**config.mk**
```make
export PLATFORM = sky130hd
export DESIGN_NAME = priv_guard
export DESIGN_NICKNAME = d
export VERILOG_FILES = /design/src/rtl/pg_pkg.sv /design/src/rtl/pg_timer.sv /design/src/rtl/pg_arbiter.sv /design/src/rtl/pg_mode.sv /design/src/rtl/priv_guard.sv
export SDC_FILE = /design/constraint.sdc
export NUM_CORES = 1
export LEC_CHECK = 0
export ABC_CLOCK_PERIOD_IN_PS = 3500
export CORE_MARGIN = 3
export CORE_UTILIZATION = 30
export DETAILED_ROUTE_END_ITERATION = 8
export GPL_TIMING_DRIVEN = 0
export MAX_ROUTING_LAYER = met4
export REMOVE_ABC_BUFFERS = 1
export SLEW_MARGIN = 5
export SYNTH_ARGS = -nofsm -noshare
export SYNTH_HDL_FRONTEND = slang
export SYNTH_SLANG_ARGS = --single-unit
```
**constraint.sdc**
```tcl
create_clock -name clk -period 3.5 [get_ports clk]
set_input_delay 0.7 -clock clk [delete_from_list [all_inputs] [get_ports clk]]
set_output_delay 0.7 -clock clk [all_outputs]
set_load 0.02 [all_outputs]
```
**src/rtl/pg_pkg.sv**
```systemverilog
// Package: shared mode and cause encodings for the privilege guard.
// Assumes: kernel is encoded as 0 so that reset clears to the safe mode.
package pg_pkg;
    typedef enum logic {
        MODE_KERNEL = 1'b0,
        MODE_USER   = 1'b1
    } mode_e;

    typedef enum logic [1:0] {
        CAUSE_NONE    = 2'b00,
        CAUSE_TIMER   = 2'b01,
        CAUSE_SYSCALL = 2'b10,
        CAUSE_VIOL    = 2'b11
    } cause_e;
endpackage

```
**src/rtl/pg_timer.sv**
```systemverilog
// Module: preemption countdown. Loads a count and an enable, decrements
// once per clock while enabled and non-zero, and stops at zero.
// Assumes: load_ok is already qualified by kernel mode. A load wins over
// an expiry on the same edge.
module pg_timer #(
    parameter int TMR_W = 16
) (
    input  logic             clk,
    input  logic             rst_n,
    input  logic             load_ok,
    input  logic [TMR_W-1:0] load_val,
    input  logic             load_en,
    output logic             fire,
    output logic             irq
);
    localparam logic [TMR_W-1:0] ONE = TMR_W'(1);

    logic [TMR_W-1:0] cnt_q;
    logic             en_q;

    // Expiry: the last decrement of an enabled count, unless a load replaces it.
    assign fire = en_q && (cnt_q == ONE) && !load_ok;

    // Count register: reload, or step down toward zero.
    always_ff @(posedge clk) begin
        if (!rst_n) begin
            cnt_q <= '0;
            en_q  <= 1'b0;
        end else if (load_ok) begin
            cnt_q <= load_val;
            en_q  <= load_en;
        end else if (en_q && cnt_q != '0) begin
            cnt_q <= cnt_q - ONE;
        end
    end

    // Interrupt pulse: one cycle per expiry.
    always_ff @(posedge clk) begin
        if (!rst_n) irq <= 1'b0;
        else        irq <= fire;
    end
endmodule

```
**src/rtl/pg_arbiter.sv**
```systemverilog
// Module: picks whether a kernel entry happens on this edge and its cause.
// Assumes: requests only trap from user mode. Order is timer, violation,
// then system call.
module pg_arbiter
    import pg_pkg::*;
(
    input  logic   in_user,
    input  logic   fire,
    input  logic   syscall_req,
    input  logic   priv_op_req,
    input  logic   load_req,
    input  logic   ret_req,
    output logic   enter,
    output cause_e cause
);
    logic viol;

    // Any privileged action attempted from user mode counts as a violation.
    assign viol = priv_op_req || load_req || ret_req;

    // Fixed-priority selection of the entry cause.
    always_comb begin
        enter = 1'b0;
        cause = CAUSE_NONE;
        if (in_user) begin
            if (fire) begin
                enter = 1'b1;
                cause = CAUSE_TIMER;
            end else if (viol) begin
                enter = 1'b1;
                cause = CAUSE_VIOL;
            end else if (syscall_req) begin
                enter = 1'b1;
                cause = CAUSE_SYSCALL;
            end
        end
    end
endmodule

```
**src/rtl/pg_mode.sv**
```systemverilog
// Module: mode register, cause register and redirect pulse.
// Assumes: enter is only raised in user mode. A return is refused on an
// edge where the timer expires.
module pg_mode
    import pg_pkg::*;
(
    input  logic   clk,
    input  logic   rst_n,
    input  logic   enter,
    input  cause_e cause_in,
    input  logic   ret_req,
    input  logic   fire,
    output mode_e  mode,
    output cause_e cause,
    output logic   redir
);
    // Mode: enter kernel on a trap, leave only by an accepted return.
    always_ff @(posedge clk) begin
        if (!rst_n)                                        mode <= MODE_KERNEL;
        else if (enter)                                    mode <= MODE_KERNEL;
        else if (mode == MODE_KERNEL && ret_req && !fire) mode <= MODE_USER;
    end

    // Cause: latched on each kernel entry and held until the next one.
    always_ff @(posedge clk) begin
        if (!rst_n)     cause <= CAUSE_NONE;
        else if (enter) cause <= cause_in;
    end

    // Redirect: one cycle per kernel entry.
    always_ff @(posedge clk) begin
        if (!rst_n) redir <= 1'b0;
        else        redir <= enter;
    end
endmodule

```
**src/rtl/priv_guard.sv**
```systemverilog
// Module: top of the privilege guard. Joins the timer, the arbiter and the
// mode register, and drives the fixed kernel vector on each redirect.
// Assumes: request inputs are single-cycle, synchronous to clk.
module priv_guard
    import pg_pkg::*;
#(
    parameter int              TMR_W    = 16,
    parameter int              PC_W     = 32,
    parameter logic [PC_W-1:0] VEC_ADDR = 32'h0000_0100
) (
    input  logic             clk,
    input  logic             rst_n,
    input  logic             syscall_req,
    input  logic             priv_op_req,
    input  logic             tmr_load_req,
    input  logic [TMR_W-1:0] tmr_load_val,
    input  logic             tmr_load_en,
    input  logic             ret_req,
    output logic             mode_o,
    output logic             redirect_vld,
    output logic [PC_W-1:0]  redirect_pc,
    output logic             tmr_irq,
    output logic [1:0]       cause_o
);
    mode_e  mode;
    cause_e cause_sel;
    cause_e cause_q;
    logic   fire;
    logic   enter;
    logic   load_ok;
    logic   in_user;

    assign in_user = (mode == MODE_USER);
    assign load_ok = !in_user && tmr_load_req;

    pg_timer #(.TMR_W(TMR_W)) u_timer (
        .clk      (clk),
        .rst_n    (rst_n),
        .load_ok  (load_ok),
        .load_val (tmr_load_val),
        .load_en  (tmr_load_en),
        .fire     (fire),
        .irq      (tmr_irq)
    );

    pg_arbiter u_arb (
        .in_user     (in_user),
        .fire        (fire),
        .syscall_req (syscall_req),
        .priv_op_req (priv_op_req),
        .load_req    (tmr_load_req),
        .ret_req     (ret_req),
        .enter       (enter),
        .cause       (cause_sel)
    );

    pg_mode u_mode (
        .clk      (clk),
        .rst_n    (rst_n),
        .enter    (enter),
        .cause_in (cause_sel),
        .ret_req  (ret_req),
        .fire     (fire),
        .mode     (mode),
        .cause    (cause_q),
        .redir    (redirect_vld)
    );

    assign mode_o      = mode;
    assign cause_o     = cause_q;
    assign redirect_pc = redirect_vld ? VEC_ADDR : '0;
endmodule

```
==> flow_summary_export.csv, run 1 <==
group,metric,value,unit
route,drtIter0Drc,46,
clock_tree,clockBufferDepth,2,
grt,grt_max_degree,30,
critical_path,crit_type,"input port to register",
route,viasPerCell,4.517,
logic_synthesis,synth.area.top_cells,"dfxtp_1 30%, buf_4 16%, o21ai_0 6.2%, a21oi_1 5.1%, xnor2_1 3.0%",
logic_synthesis,synth_cell_types,36,
floorplanning,io_pins,60,
final_layout,nNetsFinal,230,
sta,post-route-period-util,62.66,%
grt,antenna_found_initial,0,
clock_tree,cts_buffers,3,
route,drc,0,
sta,slew_viol_final,0,
floorplanning,initial_core_util,32.23,%
floorplanning,rows,24,
pwr,irDropWorstVdd,143.3,µV
logic_synthesis,ys_seq_area_share,30.14,%
logic_synthesis,avgSynthCellArea,7.986,µm²
sta,clock.fmax,456.0,MHz
grt,grt_pass1_wl,5112,µm
pwr,power.density,409.2,nW/µm²
sta,setup_tns,0,ns
min_path,hp-class,"register to register",
critical_path,path_max_fanout,13,
sta,hold_violations,0,
sta,rsz0062_at_grt,"false",
route,wire_per_inst,11.36,µm
critical_path,slowest_delay,0.70,ns
sta,setup_viol_count_final,0,
status,status,"completed",
clock_tree,path_clk_slew,0.08,ns
clock_tree,cts_sinks,22,
critical_path,path_buf_inv,1,
logic_synthesis,synth_edf_count,0,
critical_path,cp_slowest_cell,"nor2b_1",
placement,gp_congestion,0.7872,
pwr,p_leak,0.0006417,µW
floorplanning,die_x,75.80,µm
logic_synthesis,ys_warn_count,0,
clock_tree,postCtsSetupBuffers,0,
final_layout,diodes,0,
sta,setup_ws,1.307,ns
clock_tree,clock_latency,0.27,ns
critical_path,cp.arrival,2.36,ns
route,drt-pass1-iter-count,4,
critical_path,path_cells,"clkdlybuf4s50_1 -> nor2b_1 -> o21ai_0 -> o21ai_0 -> nand2_1",
placement,portBuffers,28,
grt,grt_pass1_vias,1092,
critical_path,startpoint,"tmr_load_req",
clock_tree,htreeDepth,1,
logic_synthesis,async_reset_ff_share,0,%
sta,slew-limit-headroom,35.49,%
logic_synthesis,ys.flop_type,"dfxtp_1",
critical_path,r2r-start,"u_timer.cnt_q[0]",
sta,tightest_slew,0.9676,ns
floorplanning,dieHeight,75.80,µm
logic_synthesis,synth.most_common_cell,"buf_4",
logic_synthesis,ys_seq_elements,22,
placement,dpl_worst_slack,1.006,ns
logic_synthesis,yosys-top-cells-count,"32 x buf_4, 22 x dfxtp_1, 18 x o21ai_0",
placement,hpwl,2228,µm
logic_synthesis,yosysTopAreaCell,"dfxtp_1",
route,vias,1215,
sta,fin_crit,2.193,ns
sta,skew,0.003292,ns
grt,track_usage,11.75,%
logic_synthesis,synth_top_area_share,30.14,%
critical_path,worstPathRequired,3.67,ns
final_layout,area_growth,18.58,%
critical_path,start_kind,"input port",
final_layout,drive_gt1_share,2.941,%
route,drtAntennaViolNets,0,
sta,whs,0.4898,ns
clock_tree,cts.repair.resized,0,
critical_path,cpMostUsedCell,"o21ai_0",
logic_synthesis,syn_inst,183,
final_layout,fillerInstances,496,
logic_synthesis,synth_area,1461,µm²
clock_tree,holdBufCountCts,0,
grt,grt_overflow,0,
floorplanning,die_area,5745,µm²
clock_tree,tritoncts,"yes",
job,drv_cap,0,
min_path,min_from,"u_timer.cnt_q[15]",
critical_path,end_kind,"register",
route,drt_wl_total,3056,µm
clock_tree,root_buffer,"clkbuf_8",
critical_path,cp_top_family,"simple AND/OR/NAND/NOR gates",
floorplanning,core_area,4534,µm²
==> cell usage in the layout, fill, tap and decap left out <==
master / instances
bufinv_16: 1
a311oi_1: 1
nand4b_4: 1
ha_1: 2
nor2_1: 11
a21boi_0: 1
o221ai_1: 1
inv_1: 2
clkdlybuf4s50_1: 28
o2111ai_1: 1
nand2b_1: 2
nand2_1: 8
and3_1: 1
nor4_4: 1
nor4_1: 4
nor4b_1: 1
and2_1: 3
o21ai_0: 18
nand4b_1: 2
nand3_1: 5
clkbuf_8: 3
o211ai_1: 3
a21boi_1: 1
a211oi_1: 4
mux2i_1: 2
nand4_1: 5
nor2b_1: 4
or3_1: 1
nor3_1: 7
conb_1: 31
xnor2_1: 5
a211o_1: 1
nor3b_1: 1
xor2_1: 4
a21oi_1: 15
dfxtp_1: 22
a2111oi_0: 1
==> cell type report <==
type                    instances  area [µm²]  area share (%)
clock inverters                 1       30.03           1.733
inverters                       2       7.507          0.4332
repair buffers                 28       280.3           16.17
multi-input cells             148       852.1           49.17
flip-flops and latches         22       440.4           25.42
well taps                      65       81.33           4.693
clock buffers                   3       41.29           2.383
==> power breakdown <==
group / total (µW) / internal [µW] / switching [µW]
clock: 242 / 153 / 89.0
combinational: 172 / 68.9 / 103
sequential: 295 / 270 / 24.7
total: 709 / 492 / 217
==> registers in the layout, summed over array words and instances, names as in the netlist <==
name	count
u_timer.en_q	1
u_mode.mode	1
u_timer.irq	1
u_timer.cnt_q	16
u_mode.cause	2
u_mode.redir	1
==> final timing paths <==
kind / cells after the start / slack [ns] / to
hold / removal: 2 / 0.49 / u_timer.cnt_q[15]
setup reg to reg: 7 / 1.41 / u_timer.cnt_q[8]
hold reg to reg: 2 / 0.49 / u_timer.cnt_q[15]
setup / recovery: 5 / 1.31 / u_timer.cnt_q[15]
==> worst min-delay path, delay by kind of cell (launching register included) <==
family / cells / cell delay, ns
DFF: 1 / 0.34
and+or+nand+nor: 2 / 0.11
==> layer usage <==
metal | vias to the layer above | global-route usage, % | wire length [µm]
met5 | - | - | 0
met4 | 0 | 3.495 | 44
met1 | 550 | 16.23 | 1400
met2 | 30 | 17.11 | 1458
met3 | 5 | 2.507 | 154
li1 | 630 | - | -
==> kinds of logic after synthesis <==
group | count (synthesis) | share of synthesized area [%]
xor gates and xnor gates | 9 | 5.393
buffers and inverters | 43 | 19.26
muxes | 2 | 1.370
DFF | 22 | 30.14
and+or+nand+nor | 57 | 22.95
adders and majority gates | 2 | 1.712
other | 1 | 0.2566
AOI/OAI and AO/OA | 47 | 18.92
==> through the flow <==
stage | total power, µW | instance area [µm²] | util (%) | cells
after floorplan | 414.4 | 1300 | - | 172
after global placement | 470.7 | 1662 | 36.64 | 265
after detailed placement | 472.5 | 1662 | 36.64 | 265
after CTS | 718.4 | 1733 | 38.22 | 269
after global routing | 754.1 | 1733 | 38.22 | 269
final | 709.2 | 1733 | 38.22 | 269
Power figures use the tool's default switching activity.
==> run 2, diff against run 1 <==
--- a/config.mk
+++ b/config.mk
@@ -5,7 +5,7 @@
 export SDC_FILE = /design/constraint.sdc
 export NUM_CORES = 1
 export LEC_CHECK = 0
-export ABC_CLOCK_PERIOD_IN_PS = 3500
+export ABC_CLOCK_PERIOD_IN_PS = 2200
 export CORE_MARGIN = 3
 export CORE_UTILIZATION = 30
 export DETAILED_ROUTE_END_ITERATION = 8
==> constraint.sdc (replaced) <==
create_clock -name clk -period 2.2 [get_ports clk]
set_input_delay 0.44 -clock clk [delete_from_list [all_inputs] [get_ports clk]]
set_output_delay 0.44 -clock clk [all_outputs]
set_load 0.02 [all_outputs]
==> run 2 against run 1 <==
Against the previous run: total power grew 59%; combinational power up 61%; setup slack worse by 1.0 ns; final cell count stayed put; die area stayed put; critical path type unchanged.
==> flow_summary_export.csv, run 2 (synthesized netlist as in run 1, its figures left out) <==
group,metric,value,unit
sta,fin_crit,1.936,ns
route,wire_per_inst,11.44,µm
clock_tree,holdBufCountCts,0,
final_layout,final_core_util,38.36,%
grt,grt_util_met3,2.507,%
clock_tree,clock_latency,0.27,ns
status,status,"completed",
grt,grt_overflow,0,
grt,met2_usage,17.11,%
grt,track_usage,11.75,%
sta,setup_viol_count_final,0,
grt,antenna_found_initial,0,
critical_path,end_kind,"register",
placement,dpl-instance-area,1662,µm²
sta,setup_tns,0,ns
final_layout,fillerInstances,496,
floorplanning,rows,24,
grt,grt_pass1_wl,5112,µm
clock_tree,cts.repair.resized,0,
sta,clock.fmax,516.6,MHz
route,drt-pass1-iter-count,4,
clock_tree,path_clk_slew,0.08,ns
final_layout,final_common_cell,"conb_1",
route,drc,0,
grt,grt_pass1_vias,1092,
sta,hold_violations,0,
clock_tree,root_buffer,"clkbuf_8",
clock_tree,cts_sinks,22,
sta,tightest_slew,0.9668,ns
job,drv_cap,0,
pwr,finalPower,1131,µW
sta,slew_viol_final,0,
final_layout,nNetsFinal,230,
placement,gp_congestion,0.7872,
pwr,power.density,650.3,nW/µm²
sta,post-route-period-util,87.98,%
placement,portBuffers,28,
final_layout,diodes,0,
route,drt_wl_total,3077,µm
critical_path,path_max_fanout,13,
final_layout,largest_reg_flops,16,
critical_path,r2r_slack,0.27,ns
floorplanning,die_x,75.80,µm
placement,hpwl,2228,µm
floorplanning,dieHeight,75.80,µm
final_layout,final_cell_mix,"31 x conb_1, 28 x clkdlybuf4s50_1, 22 x dfxtp_1",
floorplanning,core_area,4534,µm²
final_layout,largest-register,"u_timer.cnt_q",
route,drtIter0Drc,64,
final_layout,finalInstanceArea,1739,µm²
grt,met1_usage,16.23,%
pwr,p_leak,0.0006435,µW
route,vias,1215,
sta,rsz0062_at_grt,"false",
floorplanning,io_pins,60,
pwr,irDropWorstVdd,229.1,µV
final_layout,top_regs,"u_timer.cnt_q x16, u_mode.cause x2",
route,drtAntennaViolNets,0,
grt,grt_max_degree,30,
floorplanning,die_area,5745,µm²
critical_path,crit_type,"input port to register",
critical_path,worstPathRequired,2.37,ns
clock_tree,tritoncts,"yes",
grt,busiest_layer,"met2",
floorplanning,initial_core_util,32.23,%
sta,skew,0.003437,ns
clock_tree,htreeDepth,1,
route,viasPerCell,4.517,
critical_path,cp.arrival,2.10,ns
clock_tree,postCtsSetupBuffers,0,
clock_tree,cts_buffers,3,
sta,slew-limit-headroom,35.55,%
final_layout,drive_gt1_share,3.922,%
final_layout,area_growth,19.01,%
critical_path,start_kind,"input port",
min_path,hp-class,"register to register",
clock_tree,clockBufferDepth,2,
-- run 2: cell count changes in the layout (fill, tap and decap cells not counted) --
cell,delta
a21boi_1,-1
nor2b_2,+1
nor2b_1,-1
a21boi_2,+1
-- run 2: worst paths after layout --
kind / end / start / depth (start not counted)
setup / recovery: u_timer.cnt_q[15] / tmr_load_req / 5
hold reg to reg: u_timer.cnt_q[15] / u_timer.cnt_q[15] / 2
hold / removal: u_timer.cnt_q[15] / u_timer.cnt_q[15] / 2
setup reg to reg: u_timer.cnt_q[8] / u_timer.cnt_q[0] / 7
-- run 2: report_power, final --
| part | total [µW] | internal, µW | switching [µW] |
|---|---|---|---|
| sequential | 470 | 430 | 39.5 |
| combinational | 277 | 111 | 166 |
| clock | 385 | 243 | 141 |
-- run 2: through the flow --
| stage | hold slack (ns) | setup slack [ns] | cells |
|---|---|---|---|
| global route | 0.5628 | 0.03966 | 269 |
| CTS | 0.4959 | 0.1052 | 269 |
| detailed placement | 0.4831 | -0.03363 | 265 |
| floorplan | 0.4565 | 0.4916 | 172 |
| global placement | 0.4756 | -0.06762 | 265 |
| finish | 0.4905 | 0.2644 | 269 |
-- run 2: cell type report --
class / instances / area, µm² / area share, %
sequential: 22 / 440.4 / 25.32
inverter: 2 / 7.507 / 0.4317
multi-input combinational: 148 / 858.3 / 49.35
clock inverter: 1 / 30.03 / 1.727
tap: 65 / 81.33 / 4.676
clock buffer: 3 / 41.29 / 2.374
timing repair buffer: 28 / 280.3 / 16.12
-- run 2: critical path, cell delays in order --
cell             delay, ns
clkdlybuf4s50_1       0.50
nor2b_1               0.71
o21ai_0               0.19
o21ai_0               0.19
nand2_1               0.07
-- run 2: routing by layer --
metal / vias up / routed length [µm] / part of all wire, %
met4: 0 / 39 / 1.3
met3: 5 / 159 / 5.2
met2: 28 / 1464 / 48
li1: 631 / - / -
met5: - / 0 / 0
met1: 551 / 1413 / 46
==> run 3, diff against run 2 <==
--- a/config.mk
+++ b/config.mk
@@ -6,6 +6,7 @@
 export NUM_CORES = 1
 export LEC_CHECK = 0
 export ABC_CLOCK_PERIOD_IN_PS = 2200
+export CORE_ASPECT_RATIO = 0.75
 export CORE_MARGIN = 3
 export CORE_UTILIZATION = 30
 export DETAILED_ROUTE_END_ITERATION = 8
==> run 3 against run 2 <==
Against the previous run: sequential cell count is the same; global-route usage shrank 0.69 points; core utilization shrank 1.0 points; setup slack lost 0.071 ns; final area shrank 1.9%; critical endpoint unchanged; largest cell class unchanged.
==> flow_summary_export.csv, run 3 (synthesized netlist as in run 1, its figures left out) <==
group,metric,value,unit
status,status,"completed",
grt,grt_max_degree,30,
grt,track_usage,11.06,%
critical_path,cp_top_family,"simple AND/OR/NAND/NOR gates",
final_layout,final_cell_mix,"31 x conb_1, 28 x clkdlybuf4s50_1, 22 x dfxtp_1",
grt,grt_pass1_vias,1093,
critical_path,r2r_slack,0.20,ns
job,drv_cap,0,
pwr,p_sw,336.0,µW
pwr,p_int,699.5,µW
critical_path,r2r-start,"u_timer.cnt_q[1]",
placement,gp_congestion,0.7785,
sta,fin_crit,2.006,ns
floorplanning,initial_core_util,31.96,%
sta,tightest_slew,0.9584,ns
route,vias,1213,
floorplanning,io_pins,60,
critical_path,cp_slowest_cell,"nor2b_1",
min_path,hold_depth,2,
clock_tree,holdBufCountCts,0,
critical_path,path_buf_inv,1,
route,drtAntennaViolNets,0,
critical_path,cpMostUsedCell,"o21ai_0",
critical_path,end_kind,"register",
clock_tree,htreeDepth,1,
placement,dpl_worst_slack,-0.05279,ns
final_layout,top_regs,"u_timer.cnt_q x16, u_mode.cause x2",
min_path,hp-class,"register to register",
critical_path,startpoint,"tmr_load_req",
route,viasPerCell,4.648,
critical_path,path_max_fanout,13,
critical_path,path_cells,"clkdlybuf4s50_1 -> nor2b_1 -> o21ai_0 -> o21ai_0 -> nand2_1",
final_layout,drive_gt1_share,2.941,%
grt,grt_pass1_wl,4926,µm
critical_path,slowest_delay,0.72,ns
clock_tree,cts_buffers,3,
final_layout,area_growth,16.78,%
critical_path,start_kind,"input port",
sta,whs,0.4925,ns
sta,setup_ws,0.1939,ns
route,drtIter0Drc,38,
final_layout,nNetsFinal,230,
clock_tree,root_buffer,"clkbuf_8",
clock_tree,clockBufferDepth,2,
grt,antenna_found_initial,0,
pwr,pwr-share-clk,28.2,%
floorplanning,die_area,5753,µm²
route,drc,0,
clock_tree,cts_sinks,22,
sta,clock.fmax,498.5,MHz
route,wire_per_inst,11.44,µm
final_layout,largest-register,"u_timer.cnt_q",
route,drt_wl_total,2986,µm
floorplanning,die_x,86.59,µm
placement,hpwl,2221,µm
floorplanning,rows,21,
critical_path,worstSetupEndpoint,"u_timer.cnt_q[15]",
final_layout,diodes,0,
critical_path,reg2reg_to,"u_timer.cnt_q[12]",
critical_path,crit_type,"input port to register",
final_layout,fillerInstances,512,
final_layout,largest_reg_flops,16,
sta,skew,0.001282,ns
clock_tree,cts.repair.resized,0,
critical_path,cp.arrival,2.16,ns
grt,grt_overflow,0,
pwr,p_leak,0.0006348,µW
sta,rsz0062_at_grt,"false",
sta,hold_violations,0,
critical_path,worstPathRequired,2.36,ns
sta,slew_viol_final,0,
pwr,switching_share,32.45,%
pwr,sequentialPowerShare,45.3,%
clock_tree,tritoncts,"yes",
clock_tree,postCtsSetupBuffers,0,
floorplanning,core_area,4572,µm²
final_layout,final_core_util,37.33,%
placement,portBuffers,28,
pwr,pwr-share-comb,26.5,%
final_layout,finalInstanceArea,1707,µm²
critical_path,rr_worst_depth,7,
clock_tree,clock_latency,0.26,ns
sta,setup_viol_count_final,0,
clock_tree,path_clk_slew,0.08,ns
floorplanning,dieHeight,66.45,µm
pwr,power.density,606.7,nW/µm²
sta,post-route-period-util,91.19,%
critical_path,worst-path-stages,5,
route,drt-pass1-iter-count,5,
final_layout,final_common_cell,"conb_1",
sta,slew-limit-headroom,36.11,%
placement,dpl-instance-area,1652,µm²
pwr,irDropWorstVdd,262.3,µV
[run 3: per-layer routing]
| layer | vias up | track usage, % | part of all wire (%) |
|---|---|---|---|
| li1 | 630 | - | - |
| met1 | 548 | 14.30 | 50 |
| met2 | 31 | 17.08 | 43 |
| met3 | 4 | 3.362 | 6.3 |
| met4 | 0 | 2.335 | 0.80 |
| met5 | - | - | 0 |
[run 3: how the worst min path moves through the flow]
stage                   endpoint  slack (ns)               from
3_3_place_gp   u_timer.cnt_q[15]        0.47  u_timer.cnt_q[15]
2_1_floorplan  u_timer.cnt_q[15]        0.46  u_timer.cnt_q[15]
6_report       u_timer.cnt_q[15]        0.49  u_timer.cnt_q[15]
4_1_cts        u_timer.cnt_q[15]        0.49  u_timer.cnt_q[15]
3_5_place_dp   u_timer.cnt_q[15]        0.48  u_timer.cnt_q[15]
5_1_grt        u_timer.cnt_q[15]        0.53  u_timer.cnt_q[15]
[run 3: power groups by stage]
stage / Sequential (µW) / Combinational (µW) / Clock (µW)
after floorplan: 477 / 182 / 0
after global placement: 478 / 272 / 0
after detailed placement: 479 / 273 / 0
after CTS: 469 / 275 / 304
after global routing: 476 / 308 / 319
final: 470 / 274 / 291
[run 3: area by class of cell]
type                    count  area [µm²]  area share (%)
clock buffers               4       55.05           3.226
well taps                  57       71.32           4.179
flip-flops and latches     22       440.4           25.81
inverters                   2       7.507          0.4399
repair buffers             28       280.3           16.42
multi-input cells         148       852.1           49.93
[run 3: stage by stage]
step	power (µW)	instances	TNS, ns
finish	1035	261	0
global route	1104	261	0
CTS	1049	261	0
detailed placement	752.1	257	-0.07795
global placement	750.4	257	-0.08654
floorplan	659.3	172	0
[run 3: tightest hold or removal path, cell delays in order, from the launching register on]
cell	delay, ns
dfxtp_1	0.34
nand4_1	0.07
nand2_1	0.04
